===== src/rtl/prd_pkg.sv =====
package prd_pkg;

  localparam int CODE_W = 4;

  typedef logic [CODE_W-1:0] rate_code_t;

  typedef struct packed {
    rate_code_t code;
    logic       per;
    logic       sqw;
  } ctrl_t;

  // Number of low count bits that must roll over for one event.
  // Codes 1 and 2 are lifted by seven before the exponent is taken.
  function automatic rate_code_t rate_shift(input rate_code_t c);
    rate_code_t s;
    if (c == '0)
      s = '0;
    else if (c < rate_code_t'(3))
      s = c + rate_code_t'(6);
    else
      s = c - rate_code_t'(1);
    return s;
  endfunction

  // Divider only runs with a nonzero code and at least one consumer.
  function automatic logic rate_active(input ctrl_t k);
    return (k.code != '0) && (k.per || k.sqw);
  endfunction

endpackage


===== src/rtl/prd_ctrl_hold.sv =====
module prd_ctrl_hold
  import prd_pkg::*;
(
  input  logic  clk,
  input  logic  rst_n,
  input  logic  wr,
  input  ctrl_t new_cfg,
  output ctrl_t eff_cfg
);

  ctrl_t held_q;

  always_ff @(posedge clk or negedge rst_n) begin
    if (!rst_n)
      held_q <= '0;
    else if (wr)
      held_q <= new_cfg;
  end

  // A write governs its own cycle.
  assign eff_cfg = wr ? new_cfg : held_q;

endmodule


===== src/rtl/prd_base_counter.sv =====
module prd_base_counter #(
  parameter int CNT_W = 15
) (
  input  logic             clk,
  input  logic             rst_n,
  input  logic             adv,
  output logic [CNT_W-1:0] cnt
);

  always_ff @(posedge clk or negedge rst_n) begin
    if (!rst_n)
      cnt <= '0;
    else if (adv)
      cnt <= cnt + CNT_W'(1);
  end

endmodule


===== src/rtl/prd_tick_detect.sv =====
module prd_tick_detect
  import prd_pkg::*;
#(
  parameter int CNT_W = 15
) (
  input  logic             base_tick,
  input  logic [CNT_W-1:0] cnt,
  input  ctrl_t            eff_cfg,
  output logic [CNT_W-1:0] low_mask,
  output logic             run_en,
  output logic             tick_evt
);

  rate_code_t shift;

  assign shift  = rate_shift(eff_cfg.code);
  assign run_en = rate_active(eff_cfg);

  for (genvar i = 0; i < CNT_W; i++) begin : g_mask
    assign low_mask[i] = (32'(shift) > i);
  end

  // Next count lands on a period boundary when the low bits are all ones.
  assign tick_evt = base_tick && run_en && ((cnt & low_mask) == low_mask);

endmodule


===== src/rtl/prd_pulse_out.sv =====
module prd_pulse_out
  import prd_pkg::*;
(
  input  logic  clk,
  input  logic  rst_n,
  input  logic  tick_evt,
  input  ctrl_t eff_cfg,
  output logic  pflag_set,
  output logic  sqw_pulse
);

  localparam int NOUT = 2;

  logic [NOUT-1:0] en_vec;
  logic [NOUT-1:0] out_q;

  assign en_vec = {eff_cfg.sqw, eff_cfg.per};

  for (genvar j = 0; j < NOUT; j++) begin : g_out
    always_ff @(posedge clk or negedge rst_n) begin
      if (!rst_n)
        out_q[j] <= 1'b0;
      else
        out_q[j] <= tick_evt && en_vec[j];
    end
  end

  assign pflag_set = out_q[0];
  assign sqw_pulse = out_q[1];

endmodule


===== src/rtl/periodic_rate_divider.sv =====
module periodic_rate_divider
  import prd_pkg::*;
#(
  parameter int CNT_W = 15
) (
  input  logic       clk,
  input  logic       rst_n,
  input  logic       base_tick,
  input  logic       ctrl_wr,
  input  logic [3:0] rate_code,
  input  logic       per_en,
  input  logic       sqw_en,
  output logic       pflag_set,
  output logic       sqw_pulse
);

  ctrl_t            new_cfg;
  ctrl_t            eff_cfg;
  logic [CNT_W-1:0] cnt_q;
  logic [CNT_W-1:0] low_mask;
  logic             run_en;
  logic             tick_evt;

  assign new_cfg = '{code: rate_code, per: per_en, sqw: sqw_en};

  prd_ctrl_hold u_ctrl (
    .clk     (clk),
    .rst_n   (rst_n),
    .wr      (ctrl_wr),
    .new_cfg (new_cfg),
    .eff_cfg (eff_cfg)
  );

  prd_base_counter #(.CNT_W(CNT_W)) u_cnt (
    .clk   (clk),
    .rst_n (rst_n),
    .adv   (base_tick),
    .cnt   (cnt_q)
  );

  prd_tick_detect #(.CNT_W(CNT_W)) u_det (
    .base_tick (base_tick),
    .cnt       (cnt_q),
    .eff_cfg   (eff_cfg),
    .low_mask  (low_mask),
    .run_en    (run_en),
    .tick_evt  (tick_evt)
  );

  prd_pulse_out u_out (
    .clk       (clk),
    .rst_n     (rst_n),
    .tick_evt  (tick_evt),
    .eff_cfg   (eff_cfg),
    .pflag_set (pflag_set),
    .sqw_pulse (sqw_pulse)
  );

endmodule


===== config.mk =====
export PLATFORM = sky130hd
export DESIGN_NAME = periodic_rate_divider
export DESIGN_NICKNAME = d
export VERILOG_FILES = /design/src/rtl/prd_pkg.sv /design/src/rtl/prd_ctrl_hold.sv /design/src/rtl/prd_base_counter.sv /design/src/rtl/prd_tick_detect.sv /design/src/rtl/prd_pulse_out.sv /design/src/rtl/periodic_rate_divider.sv
export SDC_FILE = /design/constraint.sdc
export NUM_CORES = 1
export LEC_CHECK = 0
export ABC_AREA = 1
export ABC_CLOCK_PERIOD_IN_PS = 1880
export BUFFER_PORTS_ARGS = -buffer_cell sky130_fd_sc_hd__buf_4
export CORE_ASPECT_RATIO = 1.2
export CORE_MARGIN = 10
export CORE_UTILIZATION = 53
export CTS_BUF_LIST = sky130_fd_sc_hd__clkbuf_8 sky130_fd_sc_hd__clkbuf_16
export DETAILED_ROUTE_END_ITERATION = 8
export GPL_ROUTABILITY_DRIVEN = 0
export PLACE_DENSITY = 0.75
export SLEW_MARGIN = 20
export SYNTH_ARGS = -nofsm -noshare
export SYNTH_HDL_FRONTEND = slang
export SYNTH_SLANG_ARGS = --single-unit

===== constraint.sdc =====
create_clock -name clk -period 1.88 [get_ports clk]
set_input_delay 0.47 -clock clk [delete_from_list [all_inputs] [get_ports clk]]
set_output_delay 0.47 -clock clk [all_outputs]
set_load 0.01 [all_outputs]

Yosys cells after proc, flatten, opt, wreduce, memory -nomap -nowiden:

Cells that the tools add are included.

* memory bits (read-only): 0
* memory bits (writable): 0
* input port bits: 10
* output and inout port bits: 2
* word-level logic and storage cells: 38
* memories: 0
* latch bits: 0
* flip-flop bits (word level): 23

* order comparisons: 16
* bitwise gates (word level): 1
* reduce and logical (&&, ||, !) cells: 8
* multipliers: 0
* add/sub/neg operators: 3
* shift operators: 0
* mux-type cells: 3
* eq/ne operators: 1
* div/mod/pow operators: 0

Operator list (count)
* $gt A4 B4 Y1 const B: 7
* $gt A4 B3 Y1 const B: 4
* $add A15 B1 Y15 const B: 1
* $and A15 B15 Y15: 1
* $eq A15 B15 Y1: 1
* $gt A4 B1 Y1 const B: 2
* $gt A4 B2 Y1 const B: 2
* $mux W4: 2
* $mux W6: 1
* $logic_and A1 B1 Y1: 5
* $add A4 B3 Y4 const B: 1
* $logic_not A4 Y1: 1
* $lt A4 B2 Y1 const B: 1
* $reduce_bool A4 Y1: 1
* $sub A4 B1 Y4 const B: 1
* $logic_or A1 B1 Y1: 1

Logic depth before layout (Yosys ltp):

Gate-level depths: netlist of the first run.

* depth in word-level cells: 9
* gate-level depth with buffers: 20
* depth with buffers taken out: 20

Cells and area by module:

From an unflattened synthesis of the first run, not the netlist that was laid out.

* cell total of the unflattened synthesis: 243
* area, all modules: 1710.4 µm²

By module, submodules not included
* prd_base_counter: area each 804.5 µm², cells an instance 96, times used 1
* prd_tick_detect: area each 619.3 µm², cells an instance 116, times used 1
* prd_ctrl_hold: area each 221.5 µm², cells an instance 25, times used 1
* prd_pulse_out: area each 65.1 µm², cells an instance 6, times used 1

Least setup slack after synthesis of the first run:

No wires, ideal clock.

* kind: in2reg
* start: in ctrl_wr
* end: reg u_out.out_q[0] (netlist: u_out.pflag_set)
* slack: -158 ps
* arrival time: 1913 ps
* stages: 19
* data required time: 1755 ps
* cells stage by stage: inv_2 nand2_1 nand2_1 inv_1 ha_1 inv_1 nand3_4 inv_2 nand2_2 nand2_1 nand3_4 nor2_1 nand2_1 nand3_1 nand2_1 nand2_1 inv_1 nand3_1 nor2_1

RTL lines
* from (decl): RTL line periodic_rate_divider.sv:9 `input logic ctrl_wr,`
* to (signal, indexed assignment): RTL line prd_pulse_out.sv:24 `out_q[j] <= tick_evt && en_vec[j];`
* to (decl): RTL line prd_pulse_out.sv:15 `logic [NOUT-1:0] out_q;`

==> results of run 1 <==
[power by group]
group	internal, W	switching [W]
Clock	0.000148	0.000162
Combinational	0.000244	0.000344
Sequential	0.000584	0.0000881
[registers in the layout, indices dropped and copies added (netlist names)]
name and flops:
u_cnt.cnt 15, u_out.pflag_set 1, u_out.sqw_pulse 1, u_ctrl.held_q 6
[worst min-delay path by stage]
stage | start | endpoint | slack (ps) | depth (start not counted)
floorplan | rst_n | u_cnt.cnt[0]$_DFFE_PN0P_ | 170 | 0
global placement | rst_n | u_ctrl.held_q[2]$_DFF_PN0_ | 380 | 1
detailed placement | rst_n | u_ctrl.held_q[3]$_DFF_PN0_ | 380 | 1
CTS | rst_n | u_out.sqw_pulse$_DFF_PN0_ | 80 | 1
global route | rst_n | u_cnt.cnt[5]$_DFFE_PN0P_ | 90 | 1
finish | rst_n | u_cnt.cnt[4]$_DFFE_PN0P_ | 80 | 1
[through the flow]
step / instances / power (W) / hold slack (ps) / utilization [%] / TNS, ps
global placement: 246 / 0.00115 / 377 / 66.5 / -639
CTS: 252 / 0.00155 / 80.5 / 72.0 / -20.2
finish: 253 / 0.00157 / 76.9 / 72.8 / -175
global route: 253 / 0.00169 / 87.1 / 72.8 / -748
detailed placement: 246 / 0.00118 / 380 / 66.5 / -866
floorplan: 191 / 0.00103 / 174 / - / -46.1
[layer usage]
layer / routed length [µm] / vias to the layer above / track usage (%)
met5: 0 / - / 0
met4: 113 / 0 / 8.44
met3: 107 / 13 / 2.47
met2: 1750 / 26 / 25.0
met1: 1310 / 592 / 13.7
li1: - / 635 / -
[logic make-up after synthesis]
family / share of synthesized area [%]
AO/OA/AOI/OAI: 4.59
buffers and inverters: 9.61
XOR/XNOR: 6.67
adder cells (fa/ha/maj): 4.33
flip-flops: 39.8
AND/OR/NAND/NOR: 35.0
[repair_timing]
| action | 4_1_cts | 5_1_grt |
|---|---|---|
| endpoints found under the hold margin | 0 | 0 |
| buffers inserted | 2 | 1 |
| pin swaps | 16 | 11 |
| resized for setup | 24 | 5 |
| setup endpoints to repair | 2 | 5 |
| cloned | 0 | 0 |
| hold buffers | 0 | 0 |
[final cells by class]
class | instances | area, µm² | share of cell area, %
timing repair buffer | 25 | 199 | 10.6
tap | 33 | 41.3 | 2.20
clock inverter | 1 | 5.00 | 0.267
clock buffer | 3 | 41.3 | 2.20
inverter | 37 | 160 | 8.54
sequential | 23 | 576 | 30.7
multi-input combinational | 131 | 853 | 45.5
[placed cells by master (no fill, tap or decap), types with 2 or more instances in the layout]
cell	instances
a21oi_2	2
buf_4	22
buf_6	3
clkbuf_8	3
dfrtp_1	23
ha_1	3
inv_1	24
inv_2	10
inv_4	2
nand2_1	43
nand2_2	11
nand2_4	9
nand3_1	6
nand3_2	5
nand3_4	3
nor2_1	15
nor2_2	3
nor2_4	2
nor3_1	3
o21ai_0	2
o21bai_1	3
or2_2	2
xnor2_1	3
xor2_1	8
==> impl_metrics.csv, run 1 <==
group,metric,value,unit
floorplanning,dieArea,5220,µm²
critical_path,combined_buffer_and_inverter_count_along_the_critical_path,3,
final_layout,num-fill-cells,212,
critical_path,worst_path_top_cell_family_by_delay,"simple AND/OR/NAND/NOR gates",
worst_hold_path,worst_hold_path_type,"input port to asynchronous set/reset pin",
place,place_worst_setup_slack,-449,ps
critical_path,critical_path.startpoint,"ctrl_wr",
critical_path,setup.worst_path.start_class,"input port",
synth,synth-seq-area-share,39.8,%
clock_network,clockRootBuffer,"clkbuf_8",
global_routing,grt_pass1_wl,5800,µm
final_layout,syn_to_final_growth,29.8,%
critical_path,worst_path_cell_trace,"buf_6, nand2_1, nand2_4, inv_2, ha_4, inv_2, nand3_4, nor2_4, nor2_1, nor2_1, nand3_2, a21oi_2, nor2_2, nand2_1, nand2_1, nand3_2, nor2_1",
global_routing,grt_max_degree,24,
critical_path,crit_arrival,2140,ps
detailed_routing,drt_iter0_drc,52,
global_routing,grt_pass1_vias,1370,
place,dpl-instance-area,1710,µm²
detailed_routing,vias,1266,
power_and_ir_drop,total_leakage_power,1.01,nW
status,run_status,"finished with violations",
synth,syn-instance-count,191,
critical_path,worst-r2r-cell-count,17,
critical_path,r2r_setup_slack,-80,ps
final_layout,share_of_cells_above_drive_strength_1,37.3,%
critical_path,critical_path.reg2reg.startpoint,"u_ctrl.held_q[2]$_DFF_PN0_",
critical_path,critical_path_cell_count,17,
synth,proportion_of_netlist_area_held_by_the_largest_area_contributor,39.8,%
synth,synth_area_leaders,"dfrtp_1 40%, nand2_1 15%, inv_1 8.3%",
sta,setup_slack,-88.4,ps
synth,number_of_flops_mapped_to_enable_cells_by_yosys,0,
clock_network,clk_pin_slew,80,ps
floorplanning,die-width,67.7,µm
synth,most_instantiated_flip_flop_cell_in_the_synthesis_netlist,"dfrtp_1",
critical_path,critPathRequiredTime,2060,ps
synth,post-synth-top-area-cell,"dfrtp_1",
global_routing,initial_antenna_violation_count,0,
global_routing,overflow,0,
synth,ys_async_sr_fraction,100,%
critical_path,crit_fanout,4,
floorplanning,io_pins,12,
critical_path,critical_path_class,"input port to flip-flop",
job,drv_cap,0,
detailed_routing,drc,0,
final_layout,nNetsFinal,236,
power_and_ir_drop,vdd.ir_drop.worst,0.610,mV
global_routing,gr-usage-all-layers,13.9,%
detailed_routing,post_drt_via_cell_ratio,5.00,
synth,syn_area,1450,µm²
detailed_routing,wirelength,3290,µm
critical_path,worstReg2RegEnd,"u_out.pflag_set$_DFF_PN0_",
final_layout,antenna-diode-count,0,
clock_network,tritoncts_num_sinks,23,
floorplanning,chipHeight,77.2,µm
sta,worst_clock_skew,9.05,ps
place,port-buffer-count,11,
sta,final.period_utilization,105,%
floorplanning,row_count,20,
clock_network,total_cts_buffers,3,
synth,syn_nets,206,
detailed_routing,firstDrtPassIters,4,
synth,syn_avg_cell_area,7.57,µm²
sta,timing.final.crit_period,1970,ps
synth,synth-seq-cells,23,
clock_network,clock_path_buffers,2,
clock_network,cts_tree,"built",
sta,max_slew.worst_pin.slew,298,ps
clock_network,clock_latency,270,ps
critical_path,slowest_cell_on_the_critical_path,"nor2_4",
status,violations,"negative setup slack",
sta,timing.final.max_slew_violations,0,
sta,hold_viol_final,0,
place,place_hpwl,2420,µm
synth,synthTopCellsByCount,"56 x nand2_1, 32 x inv_1, 23 x dfrtp_1",
critical_path,timing.critical_path.slowest_cell_delay,180,ps
critical_path,cp-endpoint,"u_out.pflag_set$_DFF_PN0_",
critical_path,critPathCaptureType,"flip-flop",
synth,synthDistinctLibCells,24,
synth,yosysWarningCount,0,
floorplanning,start_util,56.1,%
floorplanning,fp.coreArea,2580,µm²
sta,grt_setup_unrepaired,"true",
final_layout,layout.cell_area.non_filler,1880,µm²
synth,synthMostInstantiatedCell,"nand2_1",
sta,final-setup-viol-count,2,
detailed_routing,wl_per_cell,13.0,µm
sta,timing.max_slew.rel_slack,80.1,%
power_and_ir_drop,power_per_cell_area,837,nW/µm²
sta,fmax,508,MHz
clock_network,h_tree_depth_reported_by_cts,1,
detailed_routing,detail_route_antenna_nets,0,
(Power assumes the default switching activity.)
==> inputs of run 2 (changes only) <==
--- a/config.mk
+++ b/config.mk
@@ -15,6 +15,7 @@
 export DETAILED_ROUTE_END_ITERATION = 8
 export GPL_ROUTABILITY_DRIVEN = 0
 export PLACE_DENSITY = 0.75
+export REMOVE_ABC_BUFFERS = 1
 export SLEW_MARGIN = 20
 export SYNTH_ARGS = -nofsm -noshare
 export SYNTH_HDL_FRONTEND = slang
==> impl_metrics.csv, run 2 (synthesized netlist as in run 1, its figures left out) <==
group,metric,value,unit
sta,fmax,491,MHz
sta,grt_setup_unrepaired,"true",
final_layout,mostFrequentLayoutCell,"nand2_1",
detailed_routing,drc,0,
critical_path,combined_buffer_and_inverter_count_along_the_critical_path,3,
job,drv_cap,0,
global_routing,initial_antenna_violation_count,0,
critical_path,setup.worst_path.start_class,"flip-flop",
global_routing,gr-usage-all-layers,12.6,%
floorplanning,start_util,56.1,%
clock_network,total_cts_buffers,3,
status,run_status,"finished with violations",
final_layout,syn_to_final_growth,28.1,%
place,place_hpwl,2260,µm
critical_path,critPathCaptureType,"flip-flop",
final_layout,share_of_cells_above_drive_strength_1,35.6,%
sta,max_slew.worst_pin.slew,358,ps
critical_path,critical_path.reg2reg.startpoint,"u_ctrl.held_q[2]$_DFF_PN0_",
final_layout,layout_common_cells,"47 x nand2_1, 30 x buf_4, 27 x inv_1, 23 x dfrtp_1, 14 x nor2_1",
detailed_routing,post_drt_via_cell_ratio,5.16,
worst_hold_path,worst_hold_path_type,"input port to asynchronous set/reset pin",
place,port-buffer-count,11,
critical_path,critical_path.startpoint,"u_ctrl.held_q[2]$_DFF_PN0_",
final_layout,antenna-diode-count,0,
detailed_routing,wl_per_cell,13.4,µm
floorplanning,row_count,20,
detailed_routing,vias,1332,
detailed_routing,firstDrtPassIters,4,
sta,hold_viol_final,0,
power_and_ir_drop,total_chip_power,0.00159,W
status,violations,"negative setup slack",
final_layout,top_register,"u_cnt.cnt",
clock_network,clock_path_buffers,2,
sta,final.period_utilization,108,%
clock_network,tritoncts_num_sinks,23,
sta,setup_slack,-159,ps
floorplanning,io_pins,12,
place,place_inst,246,
sta,timing.final.crit_period,2040,ps
place,place_worst_setup_slack,-394,ps
critical_path,critical_path_class,"flip-flop to flip-flop",
critical_path,worst_path_top_cell_family_by_delay,"simple AND/OR/NAND/NOR gates",
sta,timing.final.max_slew_violations,0,
detailed_routing,detail_route_antenna_nets,0,
critical_path,critPathRequiredTime,2080,ps
clock_network,clk_pin_slew,90,ps
sta,worst_clock_skew,10.2,ps
detailed_routing,wirelength,3470,µm
final_layout,largest_reg_flops,15,
sta,timing.max_slew.rel_slack,75.9,%
final_layout,finalNonFillerCells,258,
critical_path,timing.critical_path.slowest_cell_delay,370,ps
global_routing,grt_max_degree,24,
clock_network,clockRootBuffer,"clkbuf_8",
clock_network,clock_latency,270,ps
power_and_ir_drop,power_per_cell_area,861,nW/µm²
floorplanning,dieArea,5220,µm²
detailed_routing,drt_iter0_drc,64,
critical_path,worst_path_cell_trace,"inv_2, nand2_2, nand2_2, inv_2, ha_4, inv_2, nand3_4, nor2_4, nand2_2, nand3_4, nand2_4, o21bai_1, nand2_1, nor2_1, nand3_2, nor2_1",
global_routing,overflow,0,
critical_path,crit_arrival,2240,ps
floorplanning,die-width,67.7,µm
clock_network,h_tree_depth_reported_by_cts,1,
power_and_ir_drop,total_leakage_power,1.03,nW
final_layout,reg.largest.list,"u_cnt.cnt x15, u_ctrl.held_q x6",
clock_network,cts_tree,"built",
final_layout,nNetsFinal,241,
critical_path,slowest_cell_on_the_critical_path,"dfrtp_1",
sta,final-setup-viol-count,2,
sta,fin_hold_ws,78.5,ps
power_and_ir_drop,vdd.ir_drop.worst,0.819,mV
global_routing,grt_pass1_wl,5390,µm
global_routing,grt_pass1_vias,1282,
critical_path,crit_fanout,7,
floorplanning,fp.coreArea,2580,µm²
floorplanning,chipHeight,77.2,µm
[run 2: changes by cell type in the layout (fill, tap and decap cells not counted), moves of 3 or more]
| cell | previous run | this run |
|---|---|---|
| buf_4 | 22 | 30 |
| buf_6 | 3 | 0 |
| inv_1 | 24 | 27 |
| nand2_1 | 43 | 47 |
| nand2_4 | 9 | 4 |
[run 2: cell type report]
cell class / count / area (µm²)
multi-input cells: 131 / 821
clock buffers: 3 / 41.3
flip-flops and latches: 23 / 576
fillers: 205 / 727
clock inverters: 1 / 5.00
inverters: 37 / 141
well taps: 33 / 41.3
repair buffers: 30 / 225
[run 2: final timing paths]
kind / end / slack, ps / cells after the start
max: u_out.pflag_set$_DFF_PN0_ / -160 / 16
min: u_cnt.cnt[7]$_DFFE_PN0P_ / 80 / 1
max reg2reg: u_out.pflag_set$_DFF_PN0_ / -160 / 16
min reg2reg: u_cnt.cnt[7]$_DFFE_PN0P_ / 480 / 1
max in group asynchronous: u_cnt.cnt[5]$_DFFE_PN0P_ / 1570 / 1
min in group clk: u_cnt.cnt[0]$_DFFE_PN0P_ / 410 / 2
[run 2: stage by stage]
stage          utilization (%)  instance area (µm²)  TNS [ps]
2_1_floorplan                -                 1450      -317
3_3_place_gp              64.1                 1650      -620
3_5_place_dp              64.1                 1650      -779
4_1_cts                   68.9                 1780      -204
5_1_grt                   71.8                 1850      -814
6_report                  71.8                 1850      -313
[run 2: power breakdown]
part / internal, W / total (W) / switching (W)
logic: 0.000268 / 0.000626 / 0.000357
registers: 0.000584 / 0.000659 / 0.0000744
clock network: 0.000148 / 0.000309 / 0.000161
[run 2: timing repair]
| action | CTS | global route |
|---|---|---|
| gates resized for setup | 17 | 14 |
| endpoints found under the hold margin | 0 | 0 |
| hold buffers | 0 | 0 |
| setup buffers | 4 | 4 |
| setup endpoints to repair | 2 | 5 |
| pin swaps | 14 | 12 |
[run 2: per-layer routing]
| metal | vias up | share of wire [%] | track usage [%] | wire [µm] |
|---|---|---|---|---|
| met3 | 19 | 5.6 | 2.76 | 193 |
| met5 | - | 0 | 0 | 0 |
| met2 | 44 | 53 | 22.3 | 1850 |
| met1 | 617 | 37 | 13.4 | 1290 |
| li1 | 652 | - | - | - |
| met4 | 0 | 3.7 | 5.56 | 127 |
